<file path="config.mk">
export PLATFORM = sky130hd
export DESIGN_NAME = cyc_seq
export DESIGN_NICKNAME = d
export VERILOG_FILES = /design/src/rtl/cyc_seq_pkg.sv /design/src/rtl/cyc_stage_reg.sv /design/src/rtl/cyc_mem_gate.sv /design/src/rtl/cyc_halt.sv /design/src/rtl/cyc_seq.sv
export SDC_FILE = /design/constraint.sdc
export NUM_CORES = 1
export LEC_CHECK = 0
export BUFFER_PORTS_ARGS = -buffer_cell sky130_fd_sc_hd__buf_2
export CAP_MARGIN = 20
export CORE_AREA = 2 2 39 41
export CTS_BUF_LIST = sky130_fd_sc_hd__clkbuf_4 sky130_fd_sc_hd__clkbuf_8 sky130_fd_sc_hd__clkbuf_16
export CTS_CLUSTER_DIAMETER = 50
export CTS_CLUSTER_SIZE = 25
export DETAILED_ROUTE_END_ITERATION = 8
export DIE_AREA = 0 0 41 43
export PLACE_DENSITY = 0.43
export SYNTH_ARGS = -nofsm -noshare
export SYNTH_HDL_FRONTEND = slang
export SYNTH_SLANG_ARGS = --single-unit
export TNS_END_PERCENT = 100
</file>
<file path="constraint.sdc">
create_clock -name clk -period 2.54 [get_ports clk]
set_input_delay 0 -clock clk [delete_from_list [all_inputs] [get_ports clk]]
set_output_delay 0 -clock clk [all_outputs]
set_load 0.005 [all_outputs]
</file>
<file path="src/rtl/cyc_seq_pkg.sv">
package cyc_seq_pkg;

  typedef enum logic [1:0] {
    ST_ALPHA = 2'b00,
    ST_BETA  = 2'b01,
    ST_GAMMA = 2'b10,
    ST_DELTA = 2'b11
  } stage_e;

  typedef struct packed {
    logic cr_load;
    logic sr_load;
    logic sr_left;
    logic cc_inc;
  } strobe_t;

  // Stages wrap around in a fixed order.
  function automatic stage_e stage_after(input stage_e s);
    return stage_e'(s + 2'd1);
  endfunction

  // Strobes issued when a stage is ended.
  function automatic strobe_t stage_strobes(input stage_e s);
    strobe_t r;
    r = '0;
    case (s)
      ST_ALPHA: begin r.cr_load = 1'b1; r.sr_load = 1'b1; end
      ST_BETA:  begin r.cr_load = 1'b1; r.sr_load = 1'b1; r.sr_left = 1'b1; r.cc_inc = 1'b1; end
      ST_GAMMA: begin r.sr_load = 1'b1; end
      default:  r = '0;
    endcase
    return r;
  endfunction

endpackage

</file>
<file path="src/rtl/cyc_stage_reg.sv">
module cyc_stage_reg
  import cyc_seq_pkg::*;
(
  input  logic   clk,
  input  logic   rst,
  input  logic   adv_i,
  input  logic   clr_i,
  output stage_e stage_o,
  output logic   tmo_o
);

  always_ff @(posedge clk) begin
    if (rst) begin
      stage_o <= ST_ALPHA;
      tmo_o   <= 1'b1;
    end else begin
      if (adv_i) stage_o <= stage_after(stage_o);
      if (adv_i)      tmo_o <= 1'b1;
      else if (clr_i) tmo_o <= 1'b0;
    end
  end

endmodule

</file>
<file path="src/rtl/cyc_mem_gate.sv">
module cyc_mem_gate (
  input  logic clk,
  input  logic rst,
  input  logic watch_i,
  input  logic ready_i,
  input  logic clr_i,
  output logic seen_o,
  output logic ok_o
);

  always_ff @(posedge clk) begin
    if (rst)                    seen_o <= 1'b0;
    else if (clr_i)             seen_o <= 1'b0;
    else if (watch_i && ready_i) seen_o <= 1'b1;
  end

  assign ok_o = seen_o | (watch_i & ready_i);

endmodule

</file>
<file path="src/rtl/cyc_halt.sv">
module cyc_halt (
  input  logic clk,
  input  logic rst,
  input  logic err_i,
  input  logic tmo_i,
  output logic pend_o,
  output logic halted_o
);

  always_ff @(posedge clk) begin
    if (rst) begin
      pend_o   <= 1'b0;
      halted_o <= 1'b0;
    end else begin
      if (err_i && !halted_o) pend_o <= 1'b1;
      if (tmo_i && pend_o)    halted_o <= 1'b1;
    end
  end

endmodule

</file>
<file path="src/rtl/cyc_seq.sv">
module cyc_seq
  import cyc_seq_pkg::*;
(
  input  logic       clk,
  input  logic       rst,
  input  logic       minor_tick,
  input  logic       end_pulse,
  input  logic       mem_ready,
  input  logic       err_req,
  output logic [1:0] stage,
  output logic       timeout,
  output logic       halted,
  output logic       cr_load,
  output logic       sr_load,
  output logic       sr_left,
  output logic       cc_inc
);

  stage_e  stage_q;
  logic    active;
  logic    err_pend;
  logic    tmo_clear;
  logic    fetch_watch;
  logic    fetch_seen;
  logic    fetch_ok;
  logic    end_acc;
  strobe_t strb;

  assign active      = !halted && !timeout;
  assign tmo_clear   = timeout && minor_tick && !halted && !err_pend;
  assign fetch_watch = active && (stage_q == ST_BETA);
  assign end_acc     = active && end_pulse && ((stage_q != ST_BETA) || fetch_ok);
  assign strb        = end_acc ? stage_strobes(stage_q) : '0;

  cyc_stage_reg i_stage (
    .clk(clk), .rst(rst), .adv_i(end_acc), .clr_i(tmo_clear),
    .stage_o(stage_q), .tmo_o(timeout)
  );

  cyc_mem_gate i_gate (
    .clk(clk), .rst(rst), .watch_i(fetch_watch), .ready_i(mem_ready),
    .clr_i(end_acc), .seen_o(fetch_seen), .ok_o(fetch_ok)
  );

  cyc_halt i_halt (
    .clk(clk), .rst(rst), .err_i(err_req), .tmo_i(timeout),
    .pend_o(err_pend), .halted_o(halted)
  );

  assign stage   = stage_q;
  assign cr_load = strb.cr_load;
  assign sr_load = strb.sr_load;
  assign sr_left = strb.sr_left;
  assign cc_inc  = strb.cc_inc;

endmodule

</file>
==> impl_results.md, run 1 <==
- Status: completed
- Largest net degree at the start of global routing: 9
- Slew Viols, Final: 0
- PortBufs: 13
- CP startpoint kind: flip-flop
- Seq/Total Area, Yosys: 37.80%
- Root Buffer: clkbuf_4
- Avg Cell Area, Syn: 9.347 um2
- Setup violations, final: 0
- DR WL/cell: 9.045 um
- Final hold vios: 0
- Max Cap Viol: 0
- Die H: 43 um
- Crit end category: primary output
- Final TNS setup: 0 ns
- Tmin final: 1.578 ns
- Max incr delay on CP: 0.40 ns
- Crit-path cells: ha_1 > inv_2 > o311a_4 > and2_1 > buf_2
- Finished Core Util: 31.65%
- Max_slew headroom: a little over four fifths
- Initial antenna violation count: 0
- Num rows: 14
- # resized after CTS: 0
- Post-Synthesis Cells: 34
- Combinational Power Share: 16.5%
- GRT overflow: 0
- RSZ-0062 raised after global routing: no
- Post-CTS Setup Bufs: 0
- Maximum clock rate: between 0.6 and 0.7 GHz
- Fillers: ~160
- Nets: between 60 and 70
- Via count: 277
- Kind of critical path: flip-flop to primary output
- CTS Buf Count: 3
- Starting Density: 22.97%
- Critical Path RT: 2.54 ns
- Critical Path Slowest Stage Cell: dfxtp_1
- Most used routing layer: met2
- GR Layer Usage met2: 11.88%
- Clock-pin slew on the worst setup and hold paths: about 0.050 ns
- IO Count: 14
- Global-route wire length before repair: 966 um
- Layout cells sized above 1: 37.25%
- CTS Hold Buffers Added: 2
- Clk Latency, worst-skew pair: 0.25 ns
- Worst hold slack: 0.01976 ns
- Final antenna diode count: 0
- GRT Total Usage: a little under a tenth
- Drt drc: 0
- Switching pwr: 59.59 uW
- WP data arrival: 1.58 ns
- Mapped Area: 317.8 um2
- CTS tree: done
- Area grow syn2layout: 37.80%
- Core area: 0.001384 mm2
- Via/cell ratio: 4.134
- Total Wirelength: 606 um
- Final GP Congestion: 0.6487
- Critical path peak fanout: 6
- Net Count, Synth: 43
- 1st-iter DRT viols: 1
- Synth warn: 0
- Clock Tree Buf Depth: 2
- Hold WC Path Type: input port to flip-flop
- Post-DP HPWL: 485.8 um
- Power Internal: 175.5 uW
- Pwr/cell area: 536.8 mW/mm2
- M3 GR Usage: 9.424%
- # H-tree levels: 1
- Leak Pwr: 0.2131 nW
- Die Area: 0.001763 mm2
- CTS sink cnt: 6
- Die W: a little over 40 um
- Period utilization: between 60% and 70%
- Clock network fraction of total power: 38.0%
- Met1 usage: slightly below 9%
- Peak supply drop: 0.0003291 V
- Distinct cells, synth: 18
- #FFs+latches synth: 6
- Setup Skew: 0.008505 ns
- Pre-antenna DRT Iters: 2
- Worst slew pin tran: roughly 0.23 ns
- Flop pwr share: between 40% and 50%
- Vias in the first global route: 250
- Net Sw Frac: 25.35%
- Post-DRT Antenna Nets: 0
[state kept, by name (all words and copies together) (netlist names)]
| name | count |
|---|---|
| i_stage.stage_o | 2 |
| i_gate.seen_o | 1 |
| i_halt.halted_o | 1 |
| i_halt.pend_o | 1 |
| i_stage.tmo_o | 1 |
[worst paths after layout]
path                                         start                  to  slack [ns]  cells after the start
worst min register to register       i_halt.pend_o       i_halt.pend_o        0.50                      2
worst max register to register  i_stage.stage_o[0]  i_stage.stage_o[0]        1.09                      4
worst min-delay path                           rst       i_gate.seen_o        0.02                      2
worst max-delay path            i_stage.stage_o[0]             sr_left        0.96                      5
[synthesized netlist by cell type]
| cell type | number | area share (%) |
|---|---|---|
| o21a_1 | 1 | 2.4 |
| buf_4 | 1 | 2.4 |
| nand2b_1 | 2 | 3.9 |
| a211oi_1 | 1 | 2.4 |
| o311a_4 | 1 | 6.7 |
| a211o_1 | 1 | 2.8 |
| inv_2 | 1 | 1.2 |
| mux2i_1 | 1 | 3.1 |
| a21oi_1 | 2 | 3.1 |
| mux2_4 | 1 | 4.7 |
| a31oi_1 | 1 | 2.0 |
| nor2_1 | 6 | 7.1 |
| ha_1 | 3 | 12 |
| and2_1 | 1 | 2.0 |
| nor2b_1 | 1 | 2.0 |
| dfxtp_1 | 6 | 38 |
| nand2_1 | 1 | 1.2 |
| inv_1 | 3 | 3.5 |
[cells by family after synthesis]
group,synth area share (%)
AO/OA/AOI/OAI,19.29
adder cells (fa/ha/maj),11.81
buffers and inverters,7.086
flip-flops,37.80
multiplexers,7.873
AND/OR/NAND/NOR,16.14
[power by group through the flow]
stage	clock network (mW)	registers [mW]	logic (mW)
6_report	0.0894	0.107	0.0388
5_1_grt	0.105	0.108	0.0437
4_1_cts	0.0957	0.107	0.0396
3_5_place_dp	0	0.109	0.0370
3_3_place_gp	0	0.109	0.0371
2_1_floorplan	0	0.108	0.0215
[per-stage QoR]
stage	worst slack, ns	total power [mW]	area (um2)	std cells
after detailed placement	1.086	0.1457	395.4	62
final	0.9616	0.2351	437.9	67
after CTS	0.9330	0.2420	437.9	67
after global placement	1.096	0.1462	395.4	62
after global routing	0.8535	0.2568	437.9	67
after floorplan	1.156	0.1298	317.8	34
[layout make-up]
type / count / area (um2) / share of cell area (%)
multi-input cells: 23 / 175.2 / 40.00
repair buffers: 15 / 85.08 / 19.43
flip-flops and latches: 6 / 120.1 / 27.43
clock buffers: 3 / 22.52 / 5.143
well taps: 16 / 20.02 / 4.571
inverters: 4 / 15.01 / 3.429
[placed cells by master, fill, tap and decap left out]
| cell | netlist | routed |
|---|---|---|
| nand2b_1 | 2 | 2 |
| o311a_4 | 1 | 1 |
| a31oi_1 | 1 | 1 |
| ha_1 | 3 | 3 |
| a211o_1 | 1 | 1 |
| nor2_1 | 6 | 6 |
| a21oi_1 | 2 | 2 |
| dfxtp_1 | 6 | 6 |
| o21a_1 | 1 | 1 |
| mux2i_1 | 1 | 1 |
| dlygate4sd3_1 | 0 | 2 |
| inv_1 | 3 | 3 |
| a211oi_1 | 1 | 1 |
| nand2_1 | 1 | 1 |
| clkbuf_4 | 0 | 3 |
| inv_2 | 1 | 1 |
| nor2b_1 | 1 | 1 |
| buf_2 | 0 | 13 |
| and2_1 | 1 | 1 |
| mux2_4 | 1 | 1 |
[critical path, delay by kind of cell (launching register included)]
kind | cells | cell delay (ns)
buffers and inverters | 2 | 0.17
AND/OR/NAND/NOR | 1 | 0.17
AO/OA/AOI/OAI | 1 | 0.34
flip-flops | 1 | 0.40
adder cells (fa/ha/maj) | 1 | 0.25
[metal layers]
| metal | share of wire [%] | up-vias |
|---|---|---|
| met3 | 11 | 0 |
| met1 | 42 | 122 |
| met5 | 0 | - |
| met4 | 0 | 0 |
| li1 | - | 147 |
| met2 | 47 | 8 |
No activity file was read; power rests on OpenSTA's default activity.
==> run 2, diff against run 1 <==
Clock period 2.54 ns to 1.54 ns, I/O delays scaled along.
==> run 2 against run 1 <==
Compared with the run above: clock skew is 0.0025 ns lower; first-iteration DRC count rose to 6.0 times the previous value; sequential power up 65%; power up 66%; cell count did not move; largest cell class unchanged.
==> impl_results.md, run 2 (synthesis results as in run 1) <==
- Status: completed (unchanged)
- Area grow syn2layout: 43.31% (was 37.80%)
- Period utilization: 94.59%
- Core area: 0.001384 mm2 (unchanged)
- WP data arrival: 1.46 ns (was 1.58 ns)
- Final hold vios: 0 (unchanged)
- Clock-pin slew on the worst setup and hold paths: 0.05 ns (about the same)
- Global-route wire length before repair: 1.021 mm (was 966 um)
- Post-CTS Setup Bufs: 0 (unchanged)
- Max Cap Viol: 0 (unchanged)
- Final GP Congestion: 0.6415 (was 0.6487)
- Critical Path RT: 1.54 ns (was 2.54 ns)
- WL met3: 40 um (was 66 um)
- Worst hold slack: 0.008073 ns (was 0.01976 ns)
- RSZ-0062 raised after global routing: no (unchanged)
- Most frequent cells in the layout: buf_2 (13), nor2_1 (6), dfxtp_1 (4) (was buf_2 (13), nor2_1 (6), dfxtp_1 (6))
- Peak supply drop: 0.0004496 V (was 0.0003291 V)
- 1st-iter DRT viols: 6 (was 1)
- Post-DP HPWL: 472.2 um (was 485.8 um)
- GRT overflow: 0 (unchanged)
- Commonest non-fill, non-tap cell in the layout: buf_2 (unchanged)
- Initial antenna violation count: 0 (unchanged)
- Maximum clock rate: 0.6865 GHz
- Max_slew headroom: 84.87% (was 84.85%)
- Die H: 43 um (unchanged)
- Hold WC Path Type: input port to flip-flop (unchanged)
- Nets: 62 (unchanged)
- CP startpoint kind: flip-flop (unchanged)
- Clk Latency, worst-skew pair: 0.25 ns (about the same)
- GRT Total Usage: 9.246% (was 9.009%)
- CTS tree: done (unchanged)
- Final TNS setup: 0 ns (unchanged)
- Clock Tree Buf Depth: 2 (unchanged)
- Starting Density: 22.97% (unchanged)
- Tmin final: around 1.5 ns
- Pwr/cell area: 856.9 mW/mm2 (was 536.8 mW/mm2)
- PortBufs: 13 (unchanged)
- Highest metal used: met3 (unchanged)
- IO Count: 14 (unchanged)
- CTS Buf Count: 3 (unchanged)
- Largest Register: i_stage.stage_o (unchanged)
- Post-DRT Antenna Nets: 0 (unchanged)
- Crit end category: primary output (unchanged)
- Via count: 286 (was 277)
- Pre-antenna DRT Iters: 3 (was 2)
- Setup violations, final: 0 (unchanged)
- Drt drc: 0 (unchanged)
- Total Wirelength: 604 um (was 606 um)
- Via/cell ratio: 4.269 (was 4.134)
- Number of flip-flops in the largest register: 2 (unchanged)
- Slew Viols, Final: 0 (unchanged)
- Largest net degree at the start of global routing: 9 (unchanged)
- Leak Pwr: 0.2155 nW (was 0.2131 nW)
- Num rows: 14 (unchanged)
- # H-tree levels: 1 (unchanged)
- Die W: 41 um (unchanged)
- CTS sink cnt: 6 (unchanged)
- DR WL/cell: 9.015 um (was 9.045 um)
- Metal2 WL: 304 um (was 282 um)
- Final antenna diode count: 0 (unchanged)
- Critical path peak fanout: 6 (unchanged)
- Die Area: 0.001763 mm2 (unchanged)
- Vias in the first global route: 269 (was 250)
- Setup Skew: 0.006022 ns (was 0.008505 ns)
- Layout cells sized above 1: 45.10% (was 37.25%)
- M1 WL: 259 um (was 257 um)
- Kind of critical path: flip-flop to primary output (unchanged)
- Root Buffer: clkbuf_4 (unchanged)
- Worst slew pin tran: 0.2261 ns (was 0.2264 ns)
-- run 2: worst max-delay path: stages, from the launching register on --
cell	delay, ns
dfxtp_2	0.33
inv_2	0.07
ha_4	0.14
inv_2	0.03
o311a_4	0.34
and2_1	0.17
buf_2	0.12
-- run 2: final timing paths --
kind / from / to / slack (ns) / cells after the start
worst max register to register: i_stage.stage_o[1] / i_stage.stage_o[0] / 0.21 / 5
worst max-delay path: i_stage.stage_o[1] / cc_inc / 0.08 / 6
worst min-delay path: err_req / i_halt.pend_o / 0.008 / 3
worst min register to register: i_stage.stage_o[1] / i_stage.stage_o[1] / 0.49 / 2
-- run 2: cell type report --
| type | instances | area, um2 |
|---|---|---|
| Timing Repair Buffer | 15 | 85.08 |
| Sequential cell | 6 | 125.1 |
| Tap cell | 16 | 20.02 |
| Fill cell | 149 | 928.4 |
| Inverter | 4 | 15.01 |
| Multi-Input combinational cell | 23 | 187.7 |
| Clock buffer | 3 | 22.52 |
-- run 2: repair_timing --
action / in CTS / in global routing
endpoints found under the setup margin: 4 / 4
endpoints found under the hold margin: 1 / 0
gates resized for setup: 3 / 3
hold buffers: 2 / 0
-- run 2: per-stage QoR --
step | worst slack (ns) | std cells | power [mW] | utilization [%] | area [um2]
global placement | 0.1069 | 62 | 0.2413 | 28.57 | 395.4
CTS | 0.01088 | 67 | 0.4034 | 32.64 | 451.7
detailed placement | 0.09553 | 62 | 0.2404 | 28.57 | 395.4
global route | 0.005485 | 67 | 0.4188 | 32.91 | 455.4
finish | 0.08328 | 67 | 0.3903 | 32.91 | 455.4
floorplan | 0.1565 | 34 | 0.2140 | - | 317.8
-- run 2: power breakdown --
group / switching [mW] / total, mW / leakage (nW) / internal, mW
Clock: 0.0593 / 0.148 / 0.0138 / 0.0883
Sequential: 0.0110 / 0.177 / 0.0505 / 0.166
Combinational: 0.0290 / 0.0657 / 0.151 / 0.0367
Total: 0.0993 / 0.390 / 0.216 / 0.291
-- run 2: metal layers --
metal | GRT usage [%] | up-vias
li1 | - | 150
met1 | 10.00 | 129
met2 | 12.50 | 7
met3 | 7.853 | 0
met4 | 4.000 | 0
met5 | 0 | -
==> run 3, diff against run 2 <==
--- a/config.mk
+++ b/config.mk
@@ -14,5 +14,5 @@
 export DETAILED_ROUTE_END_ITERATION = 8
 export DIE_AREA = 0 0 41 43
-export PLACE_DENSITY = 0.43
+export PLACE_DENSITY = 0.45
 export SYNTH_ARGS = -nofsm -noshare
 export SYNTH_HDL_FRONTEND = slang
==> constraint.sdc (replaced) <==
create_clock -name clk -period 1.15 [get_ports clk]
set_input_delay 0.23 -clock clk [delete_from_list [all_inputs] [get_ports clk]]
set_output_delay 0.23 -clock clk [all_outputs]
set_load 0.005 [all_outputs]
==> run 3 against run 2 <==
Compared with the run above: the flow now finishes with violations (setup timing); sequential share of layout area down 4.3 points; hold slack better by 0.17 ns; setup slack worse by 0.55 ns; power up 56%; via count up 12%; routed wire length up 20%; non-clock buffer count up 9; global-route usage up 1.3 points; critical path depth unchanged; critical endpoint is now sr_left; largest power group is now clock; final area up 19%.
==> impl_results.md, run 3 (synthesis results as in run 1) <==
- Status: finished, violations left (was completed)
- Failing checks: setup timing
- WP data arrival: 1.38 ns (was 1.46 ns)
- Die Area: 0.001763 mm2 (unchanged)
- Max_slew headroom: 88.15% (was 84.87%)
- Slew Viols, Final: 0 (unchanged)
- Area after DPL: 470.5 um2 (was 395.4 um2)
- Setup violations, final: 7 (was 0)
- Power Internal: 455.3 uW (was 291.0 uW)
- Die H: 43 um (unchanged)
- Critical path peak fanout: 5 (was 6)
- Kind of critical path: flip-flop to primary output (unchanged)
- RSZ-0062 raised after global routing: yes (was no)
- Setup Skew: 0.01458 ns (was 0.006022 ns)
- Period utilization: 140.4%
- GRT overflow: 0 (unchanged)
- Number of flip-flops in the largest register: 2 (unchanged)
- Largest Register: i_stage.stage_o (unchanged)
- Initial antenna violation count: 0 (unchanged)
- Post-DP HPWL: 497.8 um (was 472.2 um)
- Delay-heaviest family, CP: compound AO/OA/AOI/OAI gates (unchanged)
- Pre-antenna DRT Iters: 2 (was 3)
- Max incr delay on CP: 0.32 ns (was 0.34 ns)
- Core area: 0.001384 mm2 (unchanged)
- Pwr/cell area: 1123 mW/mm2 (was 856.9 mW/mm2)
- Clock network fraction of total power: 40.3% (was 37.8%)
- Clock Tree Buf Depth: 2 (unchanged)
- PortBufs: 13 (unchanged)
- Final antenna diode count: 0 (unchanged)
- Leak Pwr: 0.2721 nW (was 0.2155 nW)
- IO Count: 14 (unchanged)
- Critical Path Slowest Stage Cell: o311a_4 (unchanged)
- CTS Buf Count: 3 (unchanged)
- Largest net degree at the start of global routing: 9 (unchanged)
- Drt drc: 0 (unchanged)
- Nets: 71 (was 62)
- Final Instance Area: 540.5 um2 (was 455.4 um2)
- 1st-iter DRT viols: 3 (was 6)
- CP startpoint kind: flip-flop (unchanged)
- CTS tree: done (unchanged)
- Crit-path cells: inv_2 > ha_4 > inv_2 > o311a_4 > and2_4 > buf_2 (was inv_2 > ha_4 > inv_2 > o311a_4 > and2_1 > buf_2)
- Crit end category: primary output (unchanged)
- Via count: 319 (was 286)
- Hold WC Path Type: input port to flip-flop (unchanged)
- Post-DRT Antenna Nets: 0 (unchanged)
- Worst slew pin tran: 0.1770 ns (was 0.2261 ns)
- Num rows: 14 (unchanged)
- DR WL/cell: 9.403 um (was 9.015 um)
- CTS sink cnt: 6 (unchanged)
- Vias in the first global route: 298 (was 269)
- Tmin final: between 1.5 and 2 ns
- Final GP Congestion: 0.6043 (was 0.6415)
- Root Buffer: clkbuf_4 (unchanged)
- Worst Setup Slack, final: -0.4644 ns (was 0.08328 ns)
- Net Sw Frac: 24.98% (was 25.44%)
- Via/cell ratio: 4.143 (was 4.269)
- Pre-CTS setup slack: -0.2217 ns (was 0.09553 ns)
- Switching pwr: 151.6 uW (was 99.30 uW)
- Most used cell along the critical path: inv_2 (unchanged)
- Die W: 41 um (unchanged)
- Maximum clock rate: 0.6194 GHz
- Layout cells sized above 1: 62.30% (was 45.10%)
- Final hold vios: 0 (unchanged)
- Area grow syn2layout: 70.08% (was 43.31%)
- # H-tree levels: 1 (unchanged)
- Clk Latency, worst-skew pair: 0.26 ns (was 0.25 ns)
- Flop pwr share: 38.1% (was 45.3%)
- Starting Density: 22.97% (unchanged)
- Peak supply drop: 0.0006101 V (was 0.0004496 V)
- Total Wirelength: 724 um (was 604 um)
- Max Cap Viol: 0 (unchanged)
- Commonest non-fill, non-tap cell in the layout: buf_2 (unchanged)
- CP Buf/Inv Count: 3 (unchanged)
- Clock-pin slew on the worst setup and hold paths: 0.06 ns (was 0.05 ns)
- Critical Path RT: 0.92 ns (was 1.54 ns)
- Global-route wire length before repair: 1.152 mm (was 1.021 mm)
- GRT Total Usage: 10.54% (was 9.246%)
- Combinational Power Share: 21.6% (was 16.8%)
- Most frequent cells in the layout: buf_2 (13), buf_4 (10), nor2_1 (6) (was buf_2 (13), nor2_1 (6), dfxtp_1 (4))
==> run 3: cell count changes in the layout (fill, tap and decap cells not counted) <==
cell,delta
and2_4,+1
a31oi_2,+1
dlygate4sd3_1,-2
clkbuf_4,+1
and2_1,-1
buf_4,+10
a31oi_1,-1
nor2b_1,-1
nor2b_2,+1
buf_6,+1
==> run 3: repair_timing <==
action                                  in CTS  in global routing
endpoints found under the setup margin       7                  7
hold endpoints to repair                     0                  0
gates resized for setup                      0                  2
setup buffers                                2                  2
hold buffers                                 0                  0
==> run 3: path summary, 6_finish.rpt <==
kind                                          from  slack [ns]  cells after the start             to
worst max register to register  i_stage.stage_o[1]       -0.26                      7  i_stage.tmo_o
worst max-delay path            i_stage.stage_o[1]       -0.46                      6        sr_left
worst min register to register       i_halt.pend_o        0.50                      2  i_halt.pend_o
worst min-delay path                     end_pulse        0.17                      2  i_gate.seen_o
==> run 3: power groups by stage <==
stage                     Sequential, mW  Combinational, mW  Clock, mW
after floorplan                    0.240             0.0507          0
after global placement             0.236              0.117          0
after detailed placement           0.235              0.115          0
after CTS                          0.231              0.122      0.256
after global routing               0.233              0.147      0.269
final                              0.231              0.131      0.245
==> run 3: worst reg2reg max path: cells and delay by family (launching register included) <==
family                   cells  cell delay, ns
buffers and inverters        4            0.34
adder cells (fa/ha/maj)      1            0.13
flip-flops                   1            0.31
AO/OA/AOI/OAI                2            0.53
==> run 3: through the flow <==
| step | total power, mW | cells | hold WS [ns] | utilization [%] | setup TNS (ns) |
|---|---|---|---|---|---|
| finish | 0.6069 | 77 | 0.1745 | 39.06 | -2.501 |
| global route | 0.6482 | 77 | 0.1657 | 39.06 | -2.917 |
| CTS | 0.6088 | 75 | 0.1741 | 37.25 | -2.403 |
| detailed placement | 0.3501 | 69 | 0.4521 | 34.00 | -1.095 |
| global placement | 0.3526 | 69 | 0.4507 | 34.00 | -1.026 |
| floorplan | 0.2909 | 34 | 0.3024 | - | -0.7915 |
==> run 3: cell type report <==
| type | count | area, um2 |
|---|---|---|
| tap | 16 | 20.02 |
| clock buffer | 4 | 30.03 |
| fill | 143 | 843.3 |
| inverter | 4 | 15.01 |
| multi-input combinational | 23 | 198.9 |
| sequential | 6 | 125.1 |
| timing repair buffer | 24 | 151.4 |
==> run 3: per-layer routing <==
metal	global-route usage, %	up-vias	share of wire [%]
li1	-	167	-
met1	9.968	141	40
met2	14.37	9	50
met3	9.948	2	8.6
met4	6.000	0	1.1
met5	0	-	0
